### src/rtl/addr_par_pkg.sv
package addr_par_pkg;
  typedef enum logic [1:0] {
    ROLE_SINGLE = 2'd0,
    ROLE_FIRST  = 2'd1,
    ROLE_SECOND = 2'd2
  } role_e;

  function automatic role_e decode_role(input logic pair, input logic second);
    if (!pair) return ROLE_SINGLE;
    return second ? ROLE_SECOND : ROLE_FIRST;
  endfunction
endpackage

### src/rtl/apc_lane_parity.sv
module apc_lane_parity #(
  parameter int unsigned DW = 16,
  parameter logic [DW-1:0] MASK = '1
) (
  input  logic [DW-1:0] data_i,
  output logic          par_o
);
  always_comb begin
    par_o = 1'b0;
    for (int i = 0; i < DW; i++) par_o = par_o ^ (data_i[i] & MASK[i]);
  end
endmodule

### src/rtl/apc_par_delay.sv
module apc_par_delay #(
  parameter int unsigned DEPTH = 2
) (
  input  logic             clk_i,
  input  logic             rst_ni,
  input  logic             bit_i,
  output logic [DEPTH-1:0] tap_o
);
  logic [DEPTH-1:0] stg_q;

  for (genvar k = 0; k < DEPTH; k++) begin : g_stage
    if (k == 0) begin : g_head
      always_ff @(posedge clk_i or negedge rst_ni)
        if (!rst_ni) stg_q[k] <= 1'b0;
        else         stg_q[k] <= bit_i;
    end else begin : g_tail
      always_ff @(posedge clk_i or negedge rst_ni)
        if (!rst_ni) stg_q[k] <= 1'b0;
        else         stg_q[k] <= stg_q[k-1];
    end
  end

  assign tap_o = stg_q;
endmodule

### src/rtl/apc_err_hold.sv
module apc_err_hold #(
  parameter int unsigned HOLD = 2
) (
  input  logic clk_i,
  input  logic rst_ni,
  input  logic hit_i,
  input  logic freeze_i,
  output logic err_no
);
  localparam int unsigned CW = $clog2(HOLD + 1);

  logic [CW-1:0] cnt_q;

  always_ff @(posedge clk_i or negedge rst_ni) begin
    if (!rst_ni) begin
      cnt_q <= '0;
    end else if (!freeze_i) begin
      if (hit_i)              cnt_q <= CW'(HOLD);
      else if (cnt_q != '0)   cnt_q <= cnt_q - CW'(1);
    end
  end

  assign err_no = (cnt_q == '0);
endmodule

### src/rtl/addr_par_check.sv
module addr_par_check
  import addr_par_pkg::*;
#(
  parameter int unsigned     DW          = 16,
  parameter logic [DW-1:0]   CHK_MASK    = 16'h0FFF,
  parameter int unsigned     HOLD_CYCLES = 2
) (
  input  logic          clk_i,
  input  logic          rst_ni,
  input  logic [DW-1:0] data_i,
  input  logic          par_i,
  input  logic          lp_i,
  input  logic          pair_i,
  input  logic          second_i,
  output logic          ppo_o,
  output logic          err_no
);
  // stage 0 serves single/first, stage 1 lines up with an upstream ppo
  localparam int unsigned DLY = 2;

  role_e          role;
  logic           word_par;
  logic [DLY-1:0] taps;
  logic           tap_sel;
  logic           sum;
  logic           hit;
  logic           ppo_q;

  assign role = decode_role(pair_i, second_i);

  apc_lane_parity #(.DW(DW), .MASK(CHK_MASK)) u_lane_par (
    .data_i (data_i),
    .par_o  (word_par)
  );

  apc_par_delay #(.DEPTH(DLY)) u_delay (
    .clk_i  (clk_i),
    .rst_ni (rst_ni),
    .bit_i  (word_par),
    .tap_o  (taps)
  );

  assign tap_sel = (role == ROLE_SECOND) ? taps[DLY-1] : taps[0];
  assign sum     = tap_sel ^ par_i;
  assign hit     = sum & (role != ROLE_FIRST);

  always_ff @(posedge clk_i or negedge rst_ni)
    if (!rst_ni) ppo_q <= 1'b0;
    else         ppo_q <= sum;

  assign ppo_o = ppo_q;

  apc_err_hold #(.HOLD(HOLD_CYCLES)) u_hold (
    .clk_i    (clk_i),
    .rst_ni   (rst_ni),
    .hit_i    (hit),
    .freeze_i (lp_i),
    .err_no   (err_no)
  );
endmodule

### config.mk
export PLATFORM = sky130hd
export DESIGN_NAME = addr_par_check
export DESIGN_NICKNAME = d
export VERILOG_FILES = /design/src/rtl/addr_par_pkg.sv /design/src/rtl/apc_lane_parity.sv /design/src/rtl/apc_par_delay.sv /design/src/rtl/apc_err_hold.sv /design/src/rtl/addr_par_check.sv
export SDC_FILE = /design/constraint.sdc
export NUM_CORES = 1
export LEC_CHECK = 0
export ABC_AREA = 1
export ABC_CLOCK_PERIOD_IN_PS = 2450
export BUFFER_PORTS_ARGS = -buffer_cell sky130_fd_sc_hd__buf_2
export CAP_MARGIN = 10
export CORE_AREA = 3 3 40 42
export DETAILED_ROUTE_END_ITERATION = 10
export DIE_AREA = 0 0 43 45
export GPL_ROUTABILITY_DRIVEN = 0
export PLACE_DENSITY_LB_ADDON = 0.2
export SLEW_MARGIN = 40
export SYNTH_ARGS = -nofsm -noshare
export SYNTH_HDL_FRONTEND = slang
export SYNTH_SLANG_ARGS = --single-unit
### constraint.sdc
create_clock -name clk_i -period 2.45 [get_ports clk_i]
set_clock_uncertainty 0.2 [all_clocks]
set_input_delay 0.1225 -clock clk_i [delete_from_list [all_inputs] [get_ports clk_i]]
set_output_delay 0.1225 -clock clk_i [all_outputs]
set_load 0.01 [all_outputs]
==> results of run 1 <==
## stage by stage
step,setup slack [ns],hold slack [ns],power [mW]
6_report,1.10,0.00965,0.375
5_1_grt,1.05,0.0123,0.413
4_1_cts,1.09,0.000871,0.383
3_5_place_dp,1.24,-0.258,0.283
3_3_place_gp,1.26,-0.262,0.278
2_1_floorplan,1.29,-0.373,0.236
## flip-flops by register name, indices dropped and copies added, names as in the netlist
signal	count
u_delay.tap_o	2
u_hold.cnt_q	2
ppo_o	1
## how the worst max path moves through the flow
stage                      end  slack (ns)  cells after the start
6_report                err_no        1.10                      3
5_1_grt                 err_no        1.05                      3
4_1_cts                 err_no        1.09                      3
3_5_place_dp   u_hold.cnt_q[1]        1.24                      8
3_3_place_gp   u_hold.cnt_q[0]        1.26                      8
2_1_floorplan  u_hold.cnt_q[0]        1.29                      6
## logic make-up after synthesis
group	synth area share, %
DFF	27.9
adders and majority gates	2.79
buffers and inverters	16.8
and+or+nand+nor	50.6
xor gates and xnor gates	1.96
## report_power, final
| part | internal [mW] | switching (mW) | total (mW) |
|---|---|---|---|
| registers | 0.110 | 0.0120 | 0.122 |
| clock network | 0.0614 | 0.0316 | 0.0931 |
| logic | 0.0703 | 0.0904 | 0.161 |
## cells in the final DEF (no fill, tap or decap), types with 2 or more instances in the layout
cell type and count:
dlygate4sd3_1 2, nor2_1 4, nand2_1 32, dfrtp_1 5, inv_1 18, inv_2 2, clkbuf_4 3, nand3_1 6
buf_2 19, nand2_2 5
## layer usage
metal,vias up,global-route usage [%],wire [um]
met1,203,11.5,348
met2,16,18.6,422
met4,0,7.23,0
met3,0,4.78,84
li1,276,-,-
met5,-,0,0
## area by class of cell
type,instances,area share [%]
multi-input cells,53,40.7
flip-flops and latches,5,20.6
repair buffers,21,18.9
inverters,20,12.3
clock buffers,4,4.32
well taps,15,3.09
## worst reg2reg max path: cells and delay by family, from the launching register on
family,cells,cell delay (ns)
simple gates,8,0.52
flops,1,0.38
==> impl_metrics.env, run 1 <==
export IMPL_fillers=142
export IMPL_leakagePower_nw=0.412
export IMPL_clock_latency_ns=0.24
export IMPL_slowest_stage="dfrtp_1"
export IMPL_wl_um=855
export IMPL_synth_edf_count=0
export IMPL_yosysTopAreaCell="dfrtp_1"
export IMPL_cp_startpoint="u_hold.cnt_q[0]"
export IMPL_outcome="complete, no violations"
export IMPL_ff_latch_area_sq_um=125
export IMPL_period_share_pct=55.1
export IMPL_design_area_sq_um=608
export IMPL_max_freq_mhz=741
export IMPL_firstDrtPassIters=5
export IMPL_cts_buffer_depth=2
export IMPL_p_per_area_nw_per_um2=617
export IMPL_wl_per_cell_um=7.25
export IMPL_die_h_um=45
export IMPL_utilization_pct=47.3
export IMPL_drv_cap=0
export IMPL_grt_overflow=0
export IMPL_die_area_sq_um=1940
export IMPL_crit_family="flip-flops"
export IMPL_cts_tree="built"
export IMPL_syn_num_nets=101
export IMPL_drc=0
export IMPL_vias=495
export IMPL_r2r_start="u_delay.tap_o[0]"
export IMPL_final_hold_viol_count=0
export IMPL_synth_cell_types=13
export IMPL_antenna_found_initial=0
export IMPL_max_stage_delay_ns=0.37
export IMPL_synth_area_per_cell_sq_um=5.74
export IMPL_yosys_warnings=0
export IMPL_grt_max_degree=6
export IMPL_hp_start="par_i"
export IMPL_nets=127
export IMPL_hold_path_depth=3
export IMPL_cts_buffers=3
export IMPL_multi_input_area_sq_um=248
export IMPL_finalSetupViolCount=0
export IMPL_critPathMaxFanout=3
export IMPL_areaGrowthSynthToFinish_pct=35.8
export IMPL_worst_path_buf_inv=2
export IMPL_critical_path_class="flop to output port"
export IMPL_cts_htree_levels=1
export IMPL_drtAntennaViolNets=0
export IMPL_syn_area_sq_um=448
export IMPL_cts_resized=0
export IMPL_cts_setup_buffers=0
export IMPL_drtIter0Drc=9
export IMPL_antenna_cells=0
export IMPL_synth_top_area_share_pct=27.9
export IMPL_final_layout_size_suffix_gt1_share_pct=29.1
export IMPL_yosys_top_cells_count="32 x nand2_1, 18 x inv_1, 6 x nand3_1"
export IMPL_ff2ff_setup_slack_ns=1.24
export IMPL_synthTopCellsByArea="dfrtp_1 28%, nand2_1 27%, inv_1 15%"
export IMPL_synth_seq_cells=5
export IMPL_yosysSeqAreaShare_pct=27.9
export IMPL_portBuffers=19
export IMPL_clock_sinks=5
export IMPL_dp_cells=112
export IMPL_r2r_cells=8
export IMPL_place_area_sq_um=562
export IMPL_synth_cells=78
export IMPL_setup_tns_final_ns=0
export IMPL_max_vdd_ir_drop_mv=0.206
export IMPL_cts_hold_buf=2
export IMPL_min_period_ns=1.35
export IMPL_yosysMostFrequentCell="nand2_1"
export IMPL_ys_flop_type="dfrtp_1"
export IMPL_startpoint_type="flop"
export IMPL_fin_cells=118
export IMPL_r2r_end="u_hold.cnt_q[1]"
export IMPL_rows=13
export IMPL_coreArea_sq_um=1280
export IMPL_die_x_um=43
export IMPL_hpwl_um=697
export IMPL_crit_path_cell_trace="inv_1 -> ha_1 -> buf_2"
export IMPL_viasPerCell=4.19
export IMPL_grt_usage_pct=11.1
export IMPL_clockRootBuffer="clkbuf_4"
export IMPL_relSlewSlack_pct=88.4
export IMPL_rsz0062_at_grt="no"
export IMPL_end_kind="output port"
export IMPL_min_path_type="input pin to flop"
export IMPL_tightestPinTransition_ns=0.173
export IMPL_crit_required_ns=2.13
export IMPL_grt_pass1_wl_mm=1.57
export IMPL_cp_arrival_ns=1.03
export IMPL_initial_utilization_pct=34.9
export IMPL_pin_count=24
export IMPL_min_to="ppo_o"
export IMPL_clkTransAtPathRegs_ns=0.04
export IMPL_grt_pass1_vias=456
export IMPL_synthArstFlopShare_pct=100
export IMPL_finalMaxSlewViolations=0
No activity file was read; power rests on OpenSTA's default activity.
==> inputs of run 2 (changes only) <==
--- a/config.mk
+++ b/config.mk
@@ -6,7 +6,7 @@
 export NUM_CORES = 1
 export LEC_CHECK = 0
 export ABC_AREA = 1
-export ABC_CLOCK_PERIOD_IN_PS = 2450
+export ABC_CLOCK_PERIOD_IN_PS = 1200
 export BUFFER_PORTS_ARGS = -buffer_cell sky130_fd_sc_hd__buf_2
 export CAP_MARGIN = 10
 export CORE_AREA = 3 3 40 42
==> constraint.sdc (replaced) <==
create_clock -name clk_i -period 1.2 [get_ports clk_i]
set_clock_uncertainty 0.2 [all_clocks]
set_input_delay 0.06 -clock clk_i [delete_from_list [all_inputs] [get_ports clk_i]]
set_output_delay 0.06 -clock clk_i [all_outputs]
set_load 0.01 [all_outputs]
==> impl_metrics.env, run 2 (synthesis gave the netlist of run 1 again) <==
export IMPL_final_common_cell="nand2_1"
export IMPL_viasPerCell=4.20
export IMPL_leakagePower_nw=0.428
export IMPL_drtIter0Drc=8
export IMPL_drc=0
export IMPL_cts_buffer_depth=2
export IMPL_min_to="ppo_o"
export IMPL_ff2ff_setup_slack_ns=-0.03
export IMPL_vias=508
export IMPL_setup_tns_final_ns=-0.0523
export IMPL_max_vdd_ir_drop_mv=0.441
export IMPL_rsz0062_at_grt="yes"
export IMPL_rows=13
export IMPL_post_place_ws_ns=-0.00967
export IMPL_relSlewSlack_pct=84.2
export IMPL_p_per_area_nw_per_um2=1390
export IMPL_critPathMaxFanout=2
export IMPL_cts_htree_levels=1
export IMPL_grt_pass1_vias=471
export IMPL_cts_buffers=3
export IMPL_hold_path_depth=3
export IMPL_finalMaxSlewViolations=0
export IMPL_min_path_type="input pin to flop"
export IMPL_cts_hold_buf=3
export IMPL_grt_max_degree=6
export IMPL_r2r_start="u_hold.cnt_q[0]"
export IMPL_critical_path_class="flop to flop"
export IMPL_end_kind="flop"
export IMPL_grt_usage_pct=11.5
export IMPL_violations="hold timing, setup timing"
export IMPL_hp_start="par_i"
export IMPL_fin_ws_ns=-0.0270
export IMPL_final_cell_mix="31 x nand2_1, 18 x buf_2, 16 x inv_1, 6 x nand2_2"
export IMPL_slowest_stage="dfrtp_1"
export IMPL_wl_um=933
export IMPL_cts_tree="built"
export IMPL_fin_hold_ws_ns=-0.0520
export IMPL_period_share_pct=102
export IMPL_antenna_cells=0
export IMPL_clock_latency_ns=0.24
export IMPL_die_x_um=43
export IMPL_crit_family="flip-flops"
export IMPL_fillers=136
export IMPL_drtAntennaViolNets=0
export IMPL_pin_count=24
export IMPL_worst_path_buf_inv=2
export IMPL_antenna_found_initial=0
export IMPL_finalSetupViolCount=2
export IMPL_max_freq_mhz=815
export IMPL_r2r_end="u_hold.cnt_q[1]"
export IMPL_clock_sinks=5
export IMPL_hpwl_um=697
export IMPL_clkTransAtPathRegs_ns=0.04
export IMPL_crit_path_cell_trace="inv_2 -> ha_4 -> buf_4 -> nand2_2 -> nand2_2 -> nand2_1 -> nand2_1"
export IMPL_min_period_ns=1.23
export IMPL_crit_required_ns=1.13
export IMPL_tightestPinTransition_ns=0.236
export IMPL_coreArea_sq_um=1280
export IMPL_drv_cap=0
export IMPL_final_layout_size_suffix_gt1_share_pct=34.9
export IMPL_grt_pass1_wl_mm=1.63
export IMPL_cp_arrival_ns=1.16
export IMPL_wl_per_cell_um=7.71
export IMPL_outcome="finished, violations left"
export IMPL_portBuffers=19
export IMPL_die_area_sq_um=1940
export IMPL_r2r_cells=7
export IMPL_max_stage_delay_ns=0.35
export IMPL_startpoint_type="flop"
export IMPL_final_hold_viol_count=1
export IMPL_areaGrowthSynthToFinish_pct=47.2
export IMPL_initial_utilization_pct=34.9
export IMPL_die_h_um=45
export IMPL_clockRootBuffer="clkbuf_4"
export IMPL_grt_overflow=0
export IMPL_nets=130
export IMPL_firstDrtPassIters=5
==> run 2: worst max path at each step <==
stage / end / cells after the start / startpoint
6_report: u_hold.cnt_q[1] / 7 / u_hold.cnt_q[0]
5_1_grt: u_hold.cnt_q[1] / 7 / u_hold.cnt_q[1]
4_1_cts: u_hold.cnt_q[1] / 7 / u_hold.cnt_q[1]
3_5_place_dp: u_hold.cnt_q[1] / 8 / u_delay.tap_o[1]
3_3_place_gp: u_hold.cnt_q[0] / 8 / u_delay.tap_o[0]
2_1_floorplan: u_hold.cnt_q[0] / 6 / u_hold.cnt_q[0]
==> run 2: cell type report <==
type,count,area [sq um],share of cell area (%)
multi-input cells,53,268,40.6
repair buffers,24,146,22.2
flip-flops and latches,5,125,19.0
inverters,20,75.1,11.4
clock buffers,4,26.3,3.98
well taps,15,18.8,2.85
==> run 2: routing by layer <==
| layer | wire, um | track usage [%] |
|---|---|---|
| met3 | 77 | 4.78 |
| met2 | 488 | 19.2 |
| met5 | 0 | 0 |
| met4 | 0 | 7.23 |
| met1 | 367 | 12.0 |
==> run 2: worst reg2reg max path: cells and delay by family, from the launching register on <==
family                     cells  cell delay [ns]
adders and majority gates      1             0.16
buffers and inverters          2             0.19
DFF                            1             0.35
and+or+nand+nor                4             0.22
==> run 2: report_power, final <==
group | switching [mW] | internal, mW | total, mW
registers | 0.0306 | 0.224 | 0.255
clock network | 0.0645 | 0.125 | 0.190
logic | 0.231 | 0.243 | 0.473
total | 0.326 | 0.592 | 0.918
==> run 2: through the flow <==
stage / utilization (%) / power, mW / area, sq um / hold WS (ns) / cells
6_report: 51.3 / 0.918 / 659 / -0.0520 / 121
5_1_grt: 51.3 / 0.996 / 659 / -0.0502 / 121
4_1_cts: 49.4 / 0.845 / 634 / -0.0616 / 120
3_5_place_dp: 43.7 / 0.577 / 562 / -0.321 / 112
3_3_place_gp: 43.7 / 0.569 / 562 / -0.324 / 112
2_1_floorplan: - / 0.481 / 448 / -0.436 / 78
==> run 2: repair_timing <==
item / in CTS / in global routing
setup buffers: 1 / 1
resized for setup: 3 / 4
setup endpoints to repair: 3 / 3
pin swaps: 2 / 3
hold endpoints to repair: 8 / 1
==> inputs of run 3 (changes only) <==
--- a/config.mk
+++ b/config.mk
@@ -13,7 +13,7 @@
 export DETAILED_ROUTE_END_ITERATION = 10
 export DIE_AREA = 0 0 43 45
 export GPL_ROUTABILITY_DRIVEN = 0
-export PLACE_DENSITY_LB_ADDON = 0.2
+export PLACE_DENSITY = 0.69
 export SLEW_MARGIN = 40
 export SYNTH_ARGS = -nofsm -noshare
 export SYNTH_HDL_FRONTEND = slang
==> impl_metrics.env, run 3 (synthesis gave the netlist of run 1 again) <==
export IMPL_die_x_um=43
export IMPL_nets=130
export IMPL_hpwl_um=716
export IMPL_fin_ws_ns=-0.0324
export IMPL_die_h_um=45
export IMPL_min_period_ns=1.23
export IMPL_rsz0062_at_grt="yes"
export IMPL_leakagePower_nw=0.427
export IMPL_crit_required_ns=1.12
export IMPL_drtAntennaViolNets=0
export IMPL_r2r_cells=8
export IMPL_startpoint_type="flop"
export IMPL_clock_latency_ns=0.23
export IMPL_min_to="ppo_o"
export IMPL_die_area_sq_um=1940
export IMPL_clkTransAtPathRegs_ns=0.04
export IMPL_place_area_sq_um=562
export IMPL_cts_buffers=3
export IMPL_firstDrtPassIters=4
export IMPL_cts_tree="built"
export IMPL_coreArea_sq_um=1280
export IMPL_grt_pass1_vias=441
export IMPL_finalMaxSlewViolations=0
export IMPL_clockRootBuffer="clkbuf_4"
export IMPL_vias=501
export IMPL_max_vdd_ir_drop_mv=0.462
export IMPL_grt_usage_pct=10.4
export IMPL_hp_start="par_i"
export IMPL_utilization_pct=51.3
export IMPL_viasPerCell=4.14
export IMPL_fillers=138
export IMPL_min_path_type="input pin to flop"
export IMPL_grt_pass1_wl_mm=1.47
export IMPL_outcome="finished, violations left"
export IMPL_wl_um=949
export IMPL_setup_tns_final_ns=-0.0707
export IMPL_total_power_uw=897
export IMPL_relSlewSlack_pct=85.5
export IMPL_drc=0
export IMPL_final_cell_mix="31 x nand2_1, 18 x buf_2, 16 x inv_1, 6 x nand2_2"
export IMPL_finalSetupViolCount=3
export IMPL_cp_arrival_ns=1.16
export IMPL_fin_cells=121
export IMPL_final_common_cell="nand2_1"
export IMPL_cts_htree_levels=1
export IMPL_clkPwrFrac_pct=20.7
export IMPL_hold_path_depth=4
export IMPL_post_place_ws_ns=-0.000687
export IMPL_pin_count=24
export IMPL_grt_overflow=0
export IMPL_p_int_uw=574
export IMPL_combinationalPowerShare_pct=51.0
export IMPL_end_kind="flop"
export IMPL_portBuffers=19
export IMPL_initial_utilization_pct=34.9
export IMPL_r2r_start="u_delay.tap_o[0]"
export IMPL_r2r_end="u_hold.cnt_q[0]"
export IMPL_drv_cap=0
export IMPL_grt_max_degree=6
export IMPL_design_area_sq_um=659
export IMPL_dp_cells=112
export IMPL_fin_hold_ws_ns=0.0372
export IMPL_tightestPinTransition_ns=0.217
export IMPL_switching_share_pct=36.0
export IMPL_cts_buffer_depth=2
export IMPL_p_per_area_nw_per_um2=1360
export IMPL_areaGrowthSynthToFinish_pct=47.2
export IMPL_antenna_found_initial=0
export IMPL_wl_per_cell_um=7.84
export IMPL_ff2ff_setup_slack_ns=-0.03
export IMPL_critical_path_class="flop to flop"
export IMPL_final_layout_size_suffix_gt1_share_pct=34.9
export IMPL_p_seq_share_pct=28.4
export IMPL_drtIter0Drc=4
export IMPL_power_switching_uw=323
export IMPL_final_hold_viol_count=0
export IMPL_violations="setup timing"
export IMPL_antenna_cells=0
export IMPL_rows=13
export IMPL_critPathMaxFanout=3
export IMPL_clock_sinks=5
export IMPL_period_share_pct=103
export IMPL_max_freq_mhz=811
-- run 3: area by class of cell --
cell class                 instances  area [sq um]  share of cell area [%]
clock buffer                       4          26.3                    3.98
inverter                          20          75.1                    11.4
multi-input combinational         53           268                    40.6
sequential                         5           125                    19.0
tap                               15          18.8                    2.85
timing repair buffer              24           146                    22.2
-- run 3: power by group through the flow --
stage	Combinational, mW	Sequential, mW	Clock (mW)
floorplan	0.232	0.249	0
global placement	0.315	0.248	0
detailed placement	0.330	0.248	0
CTS	0.420	0.253	0.196
global route	0.514	0.258	0.205
finish	0.457	0.254	0.185
-- run 3: worst max-delay path, cell delays in order, from the launching register on --
cell,delay (ns)
dfrtp_1,0.39
nand2_2,0.08
nand2_2,0.05
nand2_2,0.07
nand3_2,0.09
nand2_2,0.09
nand2_2,0.05
nand2_1,0.05
nand2_1,0.04
-- run 3: worst max path at each step --
stage | from | endpoint | cells past startpoint
after global routing | u_delay.tap_o[0] | u_hold.cnt_q[1] | 8
final | u_delay.tap_o[0] | u_hold.cnt_q[0] | 8
after floorplan | u_hold.cnt_q[0] | u_hold.cnt_q[0] | 6
after detailed placement | u_delay.tap_o[0] | u_hold.cnt_q[0] | 8
after global placement | u_delay.tap_o[0] | u_hold.cnt_q[0] | 8
after CTS | u_delay.tap_o[0] | u_hold.cnt_q[0] | 8
-- run 3: layer usage --
metal	GRT usage (%)	wire [um]	up-vias
li1	-	-	284
met1	10.3	368	202
met2	20.1	524	15
met3	1.20	55	0
met4	7.23	0	0
met5	0	0	-
-- run 3: timing repair --
item,CTS,global route
cloned,0,0
endpoints found under the hold margin,7,0
hold buffers,3,0
endpoints found under the setup margin,3,3
resized for setup,6,1
setup buffers,1,1
pin swaps,1,3
